$ cat config.mk
export PLATFORM = sky130hd
export DESIGN_NAME = hdq_master
export DESIGN_NICKNAME = d
export VERILOG_FILES = /design/src/rtl/hdq_pkg.sv /design/src/rtl/hdq_engine.sv /design/src/rtl/hdq_regs.sv /design/src/rtl/hdq_master.sv
export SDC_FILE = /design/constraint.sdc
export NUM_CORES = 1
export LEC_CHECK = 0
export BUFFER_PORTS_ARGS = -buffer_cell sky130_fd_sc_hd__buf_2
export CAP_MARGIN = 0
export CORE_MARGIN = 10
export CORE_UTILIZATION = 60
export DETAILED_ROUTE_END_ITERATION = 10
export GPL_ROUTABILITY_DRIVEN = 0
export PLACE_DENSITY_LB_ADDON = 0.12
export SLEW_MARGIN = 20
export SYNTH_ARGS = -nofsm -noshare
export SYNTH_HDL_FRONTEND = slang
export SYNTH_SLANG_ARGS = --single-unit
$ cat constraint.sdc
create_clock -name clk -period 3.03 [get_ports clk]
set_input_delay 0.606 -clock clk [delete_from_list [all_inputs] [get_ports clk]]
set_output_delay 0.606 -clock clk [all_outputs]
set_load 0.01 [all_outputs]
$ cat src/rtl/hdq_pkg.sv
package hdq_pkg;
    localparam int ADDR_W = 5;

    localparam logic [ADDR_W-1:0] A_REV   = 5'h00;
    localparam logic [ADDR_W-1:0] A_TX    = 5'h04;
    localparam logic [ADDR_W-1:0] A_RX    = 5'h08;
    localparam logic [ADDR_W-1:0] A_CTRL  = 5'h0C;
    localparam logic [ADDR_W-1:0] A_INT   = 5'h10;
    localparam logic [ADDR_W-1:0] A_SCFG  = 5'h14;
    localparam logic [ADDR_W-1:0] A_SSTAT = 5'h18;

    localparam int C_IEN   = 6;
    localparam int C_CLKEN = 5;
    localparam int C_GO    = 4;
    localparam int C_INIT  = 2;
    localparam int C_DIR   = 1;
    localparam int C_MODE  = 0;

    localparam int F_TX  = 2;
    localparam int F_RX  = 1;
    localparam int F_TMO = 0;

    typedef enum logic [2:0] {
        ST_IDLE,
        ST_BRK_LO,
        ST_BRK_REC,
        ST_TX_BIT,
        ST_RX_WAIT,
        ST_RX_SAMP
    } eng_state_e;

    typedef enum logic [1:0] {
        END_NONE,
        END_TX,
        END_RX,
        END_TMO
    } end_kind_e;
endpackage

$ cat src/rtl/hdq_engine.sv
module hdq_engine
    import hdq_pkg::*;
#(
    parameter int BREAK_LOW    = 40,
    parameter int BREAK_REC    = 20,
    parameter int BIT_CYCLES   = 30,
    parameter int ONE_LOW      = 5,
    parameter int ZERO_LOW     = 20,
    parameter int SAMPLE_AT    = 12,
    parameter int READ_TIMEOUT = 60
) (
    input  logic      clk,
    input  logic      rst_n,
    input  logic      clr,
    input  logic      start,
    input  logic      start_brk,
    input  logic      start_rd,
    input  logic [7:0] tx_byte,
    input  logic      line_in,
    output logic      line_oe,
    output logic      done,
    output end_kind_e done_kind,
    output logic [7:0] rx_byte
);
    function automatic int max2(int a, int b);
        return (a > b) ? a : b;
    endfunction

    localparam int MAXT = max2(max2(max2(BREAK_LOW, BREAK_REC), max2(BIT_CYCLES, READ_TIMEOUT)),
                               max2(max2(ONE_LOW, ZERO_LOW), SAMPLE_AT));
    localparam int CW = $clog2(MAXT + 1);

    localparam logic [CW-1:0] T_BRKL = CW'(BREAK_LOW - 1);
    localparam logic [CW-1:0] T_BRKR = CW'(BREAK_REC - 1);
    localparam logic [CW-1:0] T_BIT  = CW'(BIT_CYCLES - 1);
    localparam logic [CW-1:0] T_SMP  = CW'(SAMPLE_AT - 1);
    localparam logic [CW-1:0] T_RTO  = CW'(READ_TIMEOUT - 1);
    localparam logic [CW-1:0] T_W1   = CW'(ONE_LOW);
    localparam logic [CW-1:0] T_W0   = CW'(ZERO_LOW);

    typedef struct packed {
        eng_state_e st;
        logic [CW-1:0] cnt;
        logic [2:0] bitn;
        logic [7:0] sh;
        logic prev_in;
        logic done;
        end_kind_e kind;
    } eng_t;

    eng_t eng_d, eng_q;

    always_comb begin
        eng_d = eng_q;
        eng_d.done = 1'b0;
        eng_d.kind = END_NONE;
        eng_d.prev_in = line_in;
        case (eng_q.st)
            ST_IDLE: begin
                if (start) begin
                    eng_d.cnt = '0;
                    eng_d.bitn = '0;
                    if (start_brk) begin
                        eng_d.st = ST_BRK_LO;
                    end else if (start_rd) begin
                        eng_d.st = ST_RX_WAIT;
                        eng_d.sh = '0;
                    end else begin
                        eng_d.st = ST_TX_BIT;
                        eng_d.sh = tx_byte;
                    end
                end
            end
            ST_BRK_LO: begin
                if (eng_q.cnt == T_BRKL) begin
                    eng_d.st = ST_BRK_REC;
                    eng_d.cnt = '0;
                end else begin
                    eng_d.cnt = eng_q.cnt + 1'b1;
                end
            end
            ST_BRK_REC: begin
                if (eng_q.cnt == T_BRKR) begin
                    eng_d.st = ST_IDLE;
                    eng_d.done = 1'b1;
                    eng_d.kind = END_TMO;
                end else begin
                    eng_d.cnt = eng_q.cnt + 1'b1;
                end
            end
            ST_TX_BIT: begin
                if (eng_q.cnt == T_BIT) begin
                    eng_d.cnt = '0;
                    eng_d.sh = {1'b0, eng_q.sh[7:1]};
                    eng_d.bitn = eng_q.bitn + 1'b1;
                    if (eng_q.bitn == 3'd7) begin
                        eng_d.st = ST_IDLE;
                        eng_d.done = 1'b1;
                        eng_d.kind = END_TX;
                    end
                end else begin
                    eng_d.cnt = eng_q.cnt + 1'b1;
                end
            end
            ST_RX_WAIT: begin
                if (eng_q.prev_in && !line_in) begin
                    eng_d.st = ST_RX_SAMP;
                    eng_d.cnt = '0;
                end else if (eng_q.cnt == T_RTO) begin
                    eng_d.st = ST_IDLE;
                    eng_d.done = 1'b1;
                    eng_d.kind = END_TMO;
                end else begin
                    eng_d.cnt = eng_q.cnt + 1'b1;
                end
            end
            ST_RX_SAMP: begin
                if (eng_q.cnt == T_SMP) begin
                    eng_d.sh = {line_in, eng_q.sh[7:1]};
                    eng_d.bitn = eng_q.bitn + 1'b1;
                    eng_d.cnt = '0;
                    if (eng_q.bitn == 3'd7) begin
                        eng_d.st = ST_IDLE;
                        eng_d.done = 1'b1;
                        eng_d.kind = END_RX;
                    end else begin
                        eng_d.st = ST_RX_WAIT;
                    end
                end else begin
                    eng_d.cnt = eng_q.cnt + 1'b1;
                end
            end
            default: eng_d.st = ST_IDLE;
        endcase
        if (clr) begin
            eng_d = '0;
            eng_d.st = ST_IDLE;
            eng_d.kind = END_NONE;
            eng_d.prev_in = line_in;
        end
    end

    always_ff @(posedge clk or negedge rst_n) begin
        if (!rst_n) begin
            eng_q <= '0;
            eng_q.prev_in <= 1'b1;
        end else begin
            eng_q <= eng_d;
        end
    end

    assign line_oe = (eng_q.st == ST_BRK_LO) ||
                     ((eng_q.st == ST_TX_BIT) && (eng_q.cnt < (eng_q.sh[0] ? T_W1 : T_W0)));
    assign done = eng_q.done;
    assign done_kind = eng_q.kind;
    assign rx_byte = eng_q.sh;
endmodule

$ cat src/rtl/hdq_regs.sv
module hdq_regs
    import hdq_pkg::*;
#(
    parameter int REV_MAJOR   = 1,
    parameter int REV_MINOR   = 2,
    parameter int SRST_CYCLES = 4
) (
    input  logic              clk,
    input  logic              rst_n,
    input  logic [ADDR_W-1:0] addr,
    input  logic              wr_en,
    input  logic              rd_en,
    input  logic [7:0]        wdata,
    output logic [7:0]        rdata,
    input  logic              eng_done,
    input  end_kind_e         eng_kind,
    input  logic [7:0]        eng_rx,
    output logic              start,
    output logic              start_brk,
    output logic              start_rd,
    output logic [7:0]        tx_byte,
    output logic              go,
    output logic              ien,
    output logic              irq,
    output logic              srst_any,
    output logic              srst_busy
);
    localparam int SW = $clog2(SRST_CYCLES + 1);
    localparam logic [SW-1:0] T_SRST = SW'(SRST_CYCLES - 1);

    typedef struct packed {
        logic [7:0] tx;
        logic [7:0] rx;
        logic ien;
        logic clken;
        logic go;
        logic init;
        logic dir;
        logic mode;
        logic [2:0] flags;
        logic fin;
        logic autoidle;
        logic srst;
        logic [SW-1:0] scnt;
    } regs_t;

    regs_t r_d, r_q;

    always_comb begin
        r_d = r_q;
        start = 1'b0;
        start_brk = wdata[C_INIT];
        start_rd = wdata[C_DIR];
        if (r_q.srst) begin
            r_d = '0;
            if (r_q.scnt != T_SRST) begin
                r_d.srst = 1'b1;
                r_d.scnt = r_q.scnt + 1'b1;
            end
        end else begin
            if (rd_en && addr == A_INT && r_q.ien) begin
                r_d.flags = '0;
            end
            if (r_q.fin && r_q.ien) begin
                r_d.go = 1'b0;
                r_d.init = 1'b0;
                r_d.fin = 1'b0;
            end
            if (eng_done) begin
                r_d.fin = 1'b1;
                case (eng_kind)
                    END_TX:  r_d.flags[F_TX] = 1'b1;
                    END_RX: begin
                        r_d.flags[F_RX] = 1'b1;
                        r_d.rx = eng_rx;
                    end
                    END_TMO: r_d.flags[F_TMO] = 1'b1;
                    default: ;
                endcase
            end
            if (wr_en) begin
                case (addr)
                    A_TX: if (!r_q.go) r_d.tx = wdata;
                    A_CTRL: begin
                        if (!r_q.go) begin
                            r_d.ien   = wdata[C_IEN];
                            r_d.clken = wdata[C_CLKEN];
                            r_d.go    = wdata[C_GO];
                            r_d.init  = wdata[C_INIT];
                            r_d.dir   = wdata[C_DIR];
                            r_d.mode  = wdata[C_MODE];
                            start     = wdata[C_GO];
                        end else begin
                            r_d.ien = wdata[C_IEN];
                        end
                    end
                    A_SCFG: begin
                        r_d.autoidle = wdata[0];
                        if (wdata[1]) begin
                            r_d = '0;
                            r_d.srst = 1'b1;
                        end
                    end
                    default: ;
                endcase
            end
        end
    end

    always_ff @(posedge clk or negedge rst_n) begin
        if (!rst_n) r_q <= '0;
        else        r_q <= r_d;
    end

    always_comb begin
        case (addr)
            A_REV:   rdata = {4'(REV_MAJOR), 4'(REV_MINOR)};
            A_TX:    rdata = r_q.tx;
            A_RX:    rdata = r_q.rx;
            A_CTRL:  rdata = {1'b0, r_q.ien, r_q.clken, r_q.go, 1'b0, r_q.init, r_q.dir, r_q.mode};
            A_INT:   rdata = {5'b0, r_q.flags};
            A_SCFG:  rdata = {6'b0, r_q.srst, r_q.autoidle};
            A_SSTAT: rdata = {7'b0, ~r_q.srst};
            default: rdata = 8'h00;
        endcase
    end

    assign tx_byte   = r_q.tx;
    assign go        = r_q.go;
    assign ien       = r_q.ien;
    assign irq       = r_q.ien && (|r_q.flags);
    assign srst_busy = r_q.srst;
    assign srst_any  = r_q.srst || (wr_en && addr == A_SCFG && wdata[1]);
endmodule

$ cat src/rtl/hdq_master.sv
module hdq_master
    import hdq_pkg::*;
#(
    parameter int REV_MAJOR    = 1,
    parameter int REV_MINOR    = 2,
    parameter int SRST_CYCLES  = 4,
    parameter int BREAK_LOW    = 40,
    parameter int BREAK_REC    = 20,
    parameter int BIT_CYCLES   = 30,
    parameter int ONE_LOW      = 5,
    parameter int ZERO_LOW     = 20,
    parameter int SAMPLE_AT    = 12,
    parameter int READ_TIMEOUT = 60
) (
    input  logic       clk,
    input  logic       rst_n,
    input  logic [4:0] reg_addr,
    input  logic       reg_wr,
    input  logic       reg_rd,
    input  logic [7:0] reg_wdata,
    output logic [7:0] reg_rdata,
    output logic       line_oe,
    input  logic       line_in,
    output logic       irq
);
    logic       start_w, start_brk_w, start_rd_w;
    logic [7:0] tx_w, rx_w;
    logic       go_w, ien_w, srst_any_w, srst_q_w;
    logic       done_w;
    end_kind_e  kind_w;
    logic       tx_wr_w;

    assign tx_wr_w = reg_wr && (reg_addr == A_TX);

    hdq_regs #(
        .REV_MAJOR  (REV_MAJOR),
        .REV_MINOR  (REV_MINOR),
        .SRST_CYCLES(SRST_CYCLES)
    ) u_regs (
        .clk      (clk),
        .rst_n    (rst_n),
        .addr     (reg_addr),
        .wr_en    (reg_wr),
        .rd_en    (reg_rd),
        .wdata    (reg_wdata),
        .rdata    (reg_rdata),
        .eng_done (done_w),
        .eng_kind (kind_w),
        .eng_rx   (rx_w),
        .start    (start_w),
        .start_brk(start_brk_w),
        .start_rd (start_rd_w),
        .tx_byte  (tx_w),
        .go       (go_w),
        .ien      (ien_w),
        .irq      (irq),
        .srst_any (srst_any_w),
        .srst_busy(srst_q_w)
    );

    hdq_engine #(
        .BREAK_LOW   (BREAK_LOW),
        .BREAK_REC   (BREAK_REC),
        .BIT_CYCLES  (BIT_CYCLES),
        .ONE_LOW     (ONE_LOW),
        .ZERO_LOW    (ZERO_LOW),
        .SAMPLE_AT   (SAMPLE_AT),
        .READ_TIMEOUT(READ_TIMEOUT)
    ) u_eng (
        .clk      (clk),
        .rst_n    (rst_n),
        .clr      (srst_any_w),
        .start    (start_w),
        .start_brk(start_brk_w),
        .start_rd (start_rd_w),
        .tx_byte  (tx_w),
        .line_in  (line_in),
        .line_oe  (line_oe),
        .done     (done_w),
        .done_kind(kind_w),
        .rx_byte  (rx_w)
    );
endmodule

==> results.toml, run 1 <==
[floorplan]
die_y_microns = 94.86
die_w_microns = 94.86
fp-row-count = 27
core_sq_um = 5473
die-area_sq_um = 8997
boundaryPins = 28
start_util_pct = 61.43

[worst_setup_path]
r2r_slack_ns = 0.57
path_class = "in -> out"
cp_slowest_cell = "a2111oi_0"
crit_path_start_kind = "primary input"
reg2reg_from = "u_eng.eng_q[23]$_DFFE_PN0P_"
r2r.worst_path.cells = 8
critical_path.most_common_cell = "buf_2"
critPathMaxFanout = 12
cp_top_family = "buffers and inverters"
max_stage_delay_ns = 0.38
crit_arrival_ns = 1.85
worst-path-buf-inv = 3
path_cells = "buf_2, inv_1, nor2_1, a221oi_1, a2111oi_0, buf_2"
critPathRequiredTime_ns = 2.42
timing.rr.end = "u_eng.eng_q[20]$_DFFE_PN0P_"
endpoint_kind = "primary output"

[yosys]
synth.distinct_cells = 62
synth-seq-cells = 55
synth_top_cell_area_share_pct = 40.19
ys_warn_count = 0
async_flop_share_pct = 100.0
yosysTopAreaCell = "dfrtp_1"
synth_most_common_cell = "dfrtp_1"
ys_top_cells_by_area = "dfrtp_1 40%, nor2_1 5.7%, o21ai_0 4.5%"
syn_avg_cell_area_sq_um = 8.778
synthTopCellsByCount = "54 x dfrtp_1, 51 x nor2_1, 30 x nand2_1, 30 x o21ai_0, 22 x clkbuf_1"
synth_edf_count = 0
synth_nets = 409
netlist_area_sq_um = 3362
postSynthCellCount = 383
ys.flop_type = "dfrtp_1"
yosysSeqAreaShare_pct = 40.98

[clock_network]
postCtsSetupBuffers = 0
hold_buffers = 0
cts_tree = "yes"
clock_path_buffers = 2
clk_latency_ns = 0.32
ctsHtreeMaxLevel = 2
clockRootBuffer = "clkbuf_8"
cts_resized = 0
cts_num_sinks = 55
clk_pin_slew_worst_paths_ns = 0.11
cts_buffers = 5

[power_and_ir_drop]
ir_drop_mv = 0.4133
p_per_area_nw_per_um2 = 608.3
p_leak_uw = 0.001751

[global_route]
grt_pass1_vias = 2770
track_usage_pct = 19.23
grt_max_degree = 30
grt_overflow = 0
grt_pass1_wl_mm = 13.90
antenna_found_initial = 0

[cells_and_area]
layout-drive-gt1-share_pct = 13.61
num_antenna_cells = 0
syn_to_final_growth_pct = 9.006
final_area_sq_um = 3665
nets = 429

[timing]
finalClockSkew_ns = 0.01135
rsz0062_at_grt = "false"
whs_ns = 0.2765
fin_tns_setup_ns = 0
max-slew-margin-rel_pct = 56.94
slew_viol_final = 0
worst_slew_pin_slew_ns = 0.6404
post-route-period-util_pct = 81.15
fmax_ghz = 0.4067
finalSetupViolCount = 0
period_minus_slack_ns = 2.459
hold_viol = 0

[routing]
wl_per_cell_microns = 17.73
drt_pass1_iterations = 5
drt_iter0_drc = 226
vias = 3017
wl_mm = 8.440
drt-vias-per-instance = 6.338
route.detailed.drc = 0
postRouteAntennaNets = 0

[place]
io_buffer_count = 27
hpwl_mm = 6.312
postPlaceCellArea_sq_um = 3567

[run_status]
outcome = "complete, no violations"

[min_path]
hold_class = "in -> async"

[job]
max_cap_viol_count = 0
[placed cells by master (no fill, tap or decap), types with 3 or more instances in the layout]
| cell | netlist | final |
|---|---|---|
| dfrtp_1 | 54 | 54 |
| nor2_1 | 51 | 51 |
| nand2_1 | 30 | 30 |
| o21ai_0 | 30 | 30 |
| buf_2 | 1 | 27 |
| inv_1 | 18 | 18 |
| a21oi_1 | 12 | 12 |
| nand3_1 | 11 | 11 |
| mux2i_1 | 11 | 11 |
| buf_4 | 0 | 11 |
| nand2b_1 | 9 | 9 |
| nor3_1 | 9 | 9 |
| a211oi_1 | 9 | 9 |
| a22oi_1 | 8 | 8 |
| ha_1 | 8 | 8 |
| and3_1 | 6 | 6 |
| o31ai_1 | 6 | 6 |
| nor3b_1 | 6 | 6 |
| a22o_1 | 6 | 6 |
| nor2b_1 | 5 | 5 |
| clkbuf_8 | 0 | 5 |
| a221o_1 | 4 | 4 |
| o211a_1 | 4 | 4 |
| or3_1 | 3 | 3 |
| nor4_1 | 3 | 3 |
| and3b_1 | 3 | 3 |
| nand3b_1 | 3 | 3 |
| a32o_1 | 3 | 3 |
[worst max path at each step]
stage | start | endpoint | slack (ns) | cells after the start
2_1_floorplan | reg_addr[3] | reg_rdata[0] | 0.48 | 5
3_3_place_gp | reg_addr[3] | reg_rdata[0] | 0.63 | 6
3_5_place_dp | reg_addr[3] | reg_rdata[0] | 0.58 | 6
4_1_cts | reg_addr[3] | reg_rdata[0] | 0.57 | 6
5_1_grt | u_eng.eng_q[23]$_DFFE_PN0P_ | u_eng.eng_q[20]$_DFFE_PN0P_ | 0.37 | 8
6_report | reg_addr[3] | reg_rdata[0] | 0.57 | 6
[power breakdown]
group	leakage [uW]	switching (uW)	internal, uW
sequential	0.000751	132	841
combinational	0.000950	481	339
clock	0.0000502	264	172
total	0.00175	876	1350
[kinds of logic after synthesis]
kind of cell    Yosys count  share of synthesized area (%)
buf+inv                  43                          5.061
flops                    55                          40.98
fa+ha+maj                 8                          2.977
simple gates            151                          22.63
compound gates          112                          23.86
mux                      14                          4.503
[area by class of cell]
cell class | instances | area [sq um]
Clock buffer | 5 | 68.82
Tap cell | 72 | 90.09
Timing Repair Buffer | 38 | 217.7
Inverter | 18 | 67.56
Fill cell | 465 | 1808
Clock inverter | 3 | 28.78
Multi-Input combinational cell | 285 | 1814
Sequential cell | 55 | 1378
[worst register-to-register path, cell delays in order, from the launching register on]
cell and delay (ns):
dfrtp_1 0.33, buf_4 0.20, inv_1 0.13, ha_1 0.38
nand3b_1 0.13, a211oi_1 0.07, o31ai_1 0.59, nor2_1 0.19
a221o_1 0.34
[stage by stage]
stage	power [uW]	setup slack, ns	cells	util (%)
5_1_grt	2381	0.3709	476	66.96
6_report	2229	0.5712	476	66.96
3_5_place_dp	1800	0.5773	468	65.18
3_3_place_gp	1783	0.6261	468	65.18
4_1_cts	2233	0.5739	476	66.96
2_1_floorplan	1542	0.4761	383	-
[sequential cells by signal, summed over array words and instances, names as in the netlist]
register	count
u_eng.rx_byte	8
u_regs.r_q	20
u_regs.tx_byte	8
u_eng.eng_q	13
u_eng.done	1
u_eng.done_kind	2
u_regs.go	1
u_regs.srst_busy	1
u_regs.ien	1
[routing by layer]
| layer | track usage (%) | vias up | part of all wire [%] | wire, microns |
|---|---|---|---|---|
| li1 | - | 1446 | - | - |
| met1 | 25.42 | 1446 | 43 | 3649 |
| met2 | 31.41 | 109 | 49 | 4109 |
| met3 | 3.251 | 16 | 6.0 | 507 |
| met4 | 5.985 | 0 | 2.1 | 174 |
| met5 | 0 | - | 0 | 0 |
(Power assumes the default switching activity.)
==> inputs of run 2 (changes only) <==
--- a/config.mk
+++ b/config.mk
@@ -5,6 +5,7 @@
 export SDC_FILE = /design/constraint.sdc
 export NUM_CORES = 1
 export LEC_CHECK = 0
+export ABC_AREA = 1
 export BUFFER_PORTS_ARGS = -buffer_cell sky130_fd_sc_hd__buf_2
 export CAP_MARGIN = 0
 export CORE_MARGIN = 10
==> constraint.sdc (replaced) <==
create_clock -name clk -period 2.5 [get_ports clk]
set_input_delay 0.5 -clock clk [delete_from_list [all_inputs] [get_ports clk]]
set_output_delay 0.5 -clock clk [all_outputs]
set_load 0.01 [all_outputs]
==> run 2 against run 1 <==
Net effect: final area fell by 1.3%; largest power group unchanged; first-iteration DRC count fell by 2.7%; clock-buffer cell count rose by 1; register-to-register slack improved by 0.13 ns; non-clock buffer count fell by 10; final cell count rose by 14%; area after synthesis fell by 1.0%; synthesized cell count rose by 16%.
==> results.toml, run 2 <==
[run_status]
outcome = "complete, no violations"

[yosys]
synth_most_common_cell = "nand2_1"
synthAdderAreaFrac_pct = 3.009
synth.distinct_cells = 38
ys_top_cells_by_area = "dfrtp_1 41%, nand2_1 11%, nor2_1 6.8%"
postSynthCellCount = 445
async_flop_share_pct = 100.0
ys_warn_count = 0
synth-seq-cells = 55
syn_avg_cell_area_sq_um = 7.476
synth_edf_count = 0
synth.area.mux_share_pct = 0
synthSimpleGateAreaFrac_pct = 33.32
yosysTopAreaCell = "dfrtp_1"
yosysSeqAreaShare_pct = 41.41
synth_top_cell_area_share_pct = 40.62
synth-xor-area-share_pct = 0.5265
ys.flop_type = "dfrtp_1"
netlist_area_sq_um = 3327
synth_top_family_by_area = "simple AND/OR/NAND/NOR gates"
synthTopCellsByCount = "101 x nand2_1, 60 x nor2_1, 54 x dfrtp_1"
synth-compound-area-share_pct = 13.09
synth_nets = 471

[global_route]
antenna_found_initial = 0
grt_pass1_wl_mm = 13.62
grt_pass1_vias = 2985
track_usage_pct = 18.73
grt_max_degree = 56
grt_overflow = 0

[clock_network]
cts_tree = "yes"
clock_path_buffers = 2
cts_num_sinks = 55
clk_latency_ns = 0.31
hold_buffers = 0
postCtsSetupBuffers = 0
clk_pin_slew_worst_paths_ns = 0.10
cts_buffers = 5
clockRootBuffer = "clkbuf_8"
cts_resized = 0
ctsHtreeMaxLevel = 2

[place]
io_buffer_count = 27
dp_cells = 535
hpwl_mm = 6.123

[power_and_ir_drop]
p_leak_uw = 0.001846
ir_drop_mv = 0.4427
p_per_area_nw_per_um2 = 753.8
p_int_uw = 1667
pwr-share-comb_pct = 34.4
power_frac_clock_pct = 22.2
p_seq_share_pct = 43.4
switching_share_pct = 38.84
p_sw_uw = 1059

[floorplan]
boundaryPins = 28
die_y_microns = 94.47
core_sq_um = 5439
start_util_pct = 61.17
die-area_sq_um = 8924
die_w_microns = 94.47
fp-row-count = 27

[cells_and_area]
layout-drive-gt1-share_pct = 15.29
n_fill_cell = 507
nets = 496
num_antenna_cells = 0
syn_to_final_growth_pct = 8.688
final_cell_mix = "101 x nand2_1, 60 x nor2_1, 54 x dfrtp_1"
final_cells = 543
final_common_cell = "nand2_1"
seqCellArea_sq_um = 1378
largest_reg_flops = 20
multiInputGateArea_sq_um = 1662
top_register = "u_regs.r_q"
top_regs = "u_regs.r_q: 20 flops, u_eng.eng_q: 13 flops"

[timing]
rsz0062_at_grt = "false"
fin_tns_setup_ns = 0
slew_viol_final = 0
hold_viol = 0
period_minus_slack_ns = 2.209
max-slew-margin-rel_pct = 53.96
fmax_ghz = 0.4527
post-route-period-util_pct = 88.35
finalSetupViolCount = 0
finalClockSkew_ns = 0.007830
worst_slew_pin_slew_ns = 0.6906

[job]
max_cap_viol_count = 0

[worst_setup_path]
critical_path.most_common_cell = "buf_2"
crit_path_start_kind = "primary input"
critPathRequiredTime_ns = 2.00
max_stage_delay_ns = 0.37
crit_arrival_ns = 1.71
endpoint_kind = "primary output"
path_class = "in -> out"
worst-path-buf-inv = 3
path_cells = "buf_2, nor2_2, nand3_1, nor2_1, inv_1, o22ai_1, buf_2"
cp_slowest_cell = "nor2_1"
critPathMaxFanout = 7
cp_top_family = "simple AND/OR/NAND/NOR gates"

[routing]
wl_per_cell_microns = 14.57
wl_mm = 7.910
route.detailed.drc = 0
drt_pass1_iterations = 4
vias = 2979
drt_iter0_drc = 220
postRouteAntennaNets = 0
drt-vias-per-instance = 5.486

[min_path]
hold_class = "in -> async"
## run 2: cell types whose count changed after synthesis, moves of 12 or more
cell	delta
o21ai_0	-23
clkbuf_1	-21
inv_1	+33
nand2_1	+71
nand3_1	+19
nor3_1	+12
## run 2: per-stage QoR
step	hold slack, ns	total power [uW]	utilization, %	worst slack (ns)	area (sq um)
2_1_floorplan	0.2044	1869	-	0.6814	3327
3_3_place_gp	0.4714	2104	64.32	0.3360	3498
3_5_place_dp	0.4770	2129	64.32	0.2913	3498
4_1_cts	0.3017	2747	66.48	0.2843	3616
5_1_grt	0.3006	2923	66.48	0.1342	3616
6_report	0.3067	2726	66.48	0.2911	3616
## run 2: logic make-up (layout without fill, tap and decap cells)
family,after synthesis,after routing
compound gates,70,70
fa+ha+maj,8,8
simple gates,241,241
buf+inv,69,95
flops,55,55
xor+xnor,2,2
## run 2: path summary, 6_finish.rpt
path,start,endpoint,slack (ns),cells past startpoint
min in group clk,line_in,u_eng.eng_q[3]$_DFF_PN1_,0.31,1
worst min-delay path,rst_n,u_regs.r_q[11]$_DFF_PN0_,0.31,2
worst min register to register,u_eng.eng_q[12]$_DFFE_PN0P_,u_eng.eng_q[12]$_DFFE_PN0P_,0.49,1
worst max-delay path,reg_addr[1],reg_rdata[7],0.29,7
worst max register to register,u_eng.eng_q[15]$_DFFE_PN0P_,u_eng.eng_q[18]$_DFFE_PN0P_,0.70,10
max in group asynchronous,rst_n,u_eng.eng_q[18]$_DFFE_PN0P_,1.72,2
## run 2: metal layers
layer | part of all wire [%] | up-vias | track usage (%)
li1 | - | 1507 | -
met1 | 43 | 1383 | 22.71
met2 | 48 | 67 | 31.81
met3 | 5.4 | 22 | 3.886
met4 | 3.0 | 0 | 7.481
met5 | 0 | - | 0
## run 2: final cells by class
type | instances | area share [%]
Timing Repair Buffer | 28 | 3.945
Inverter | 59 | 6.263
Tap cell | 72 | 2.491
Clock inverter | 2 | 0.9689
Sequential cell | 55 | 38.10
Multi-Input combinational cell | 321 | 45.95
Clock buffer | 6 | 2.284
## run 2: power groups by stage
stage / Clock [uW] / Combinational, uW / Sequential, uW
global placement: 0 / 913 / 1190
detailed placement: 0 / 934 / 1200
global route: 648 / 1070 / 1200
CTS: 630 / 940 / 1180
floorplan: 0 / 722 / 1150
finish: 605 / 938 / 1180
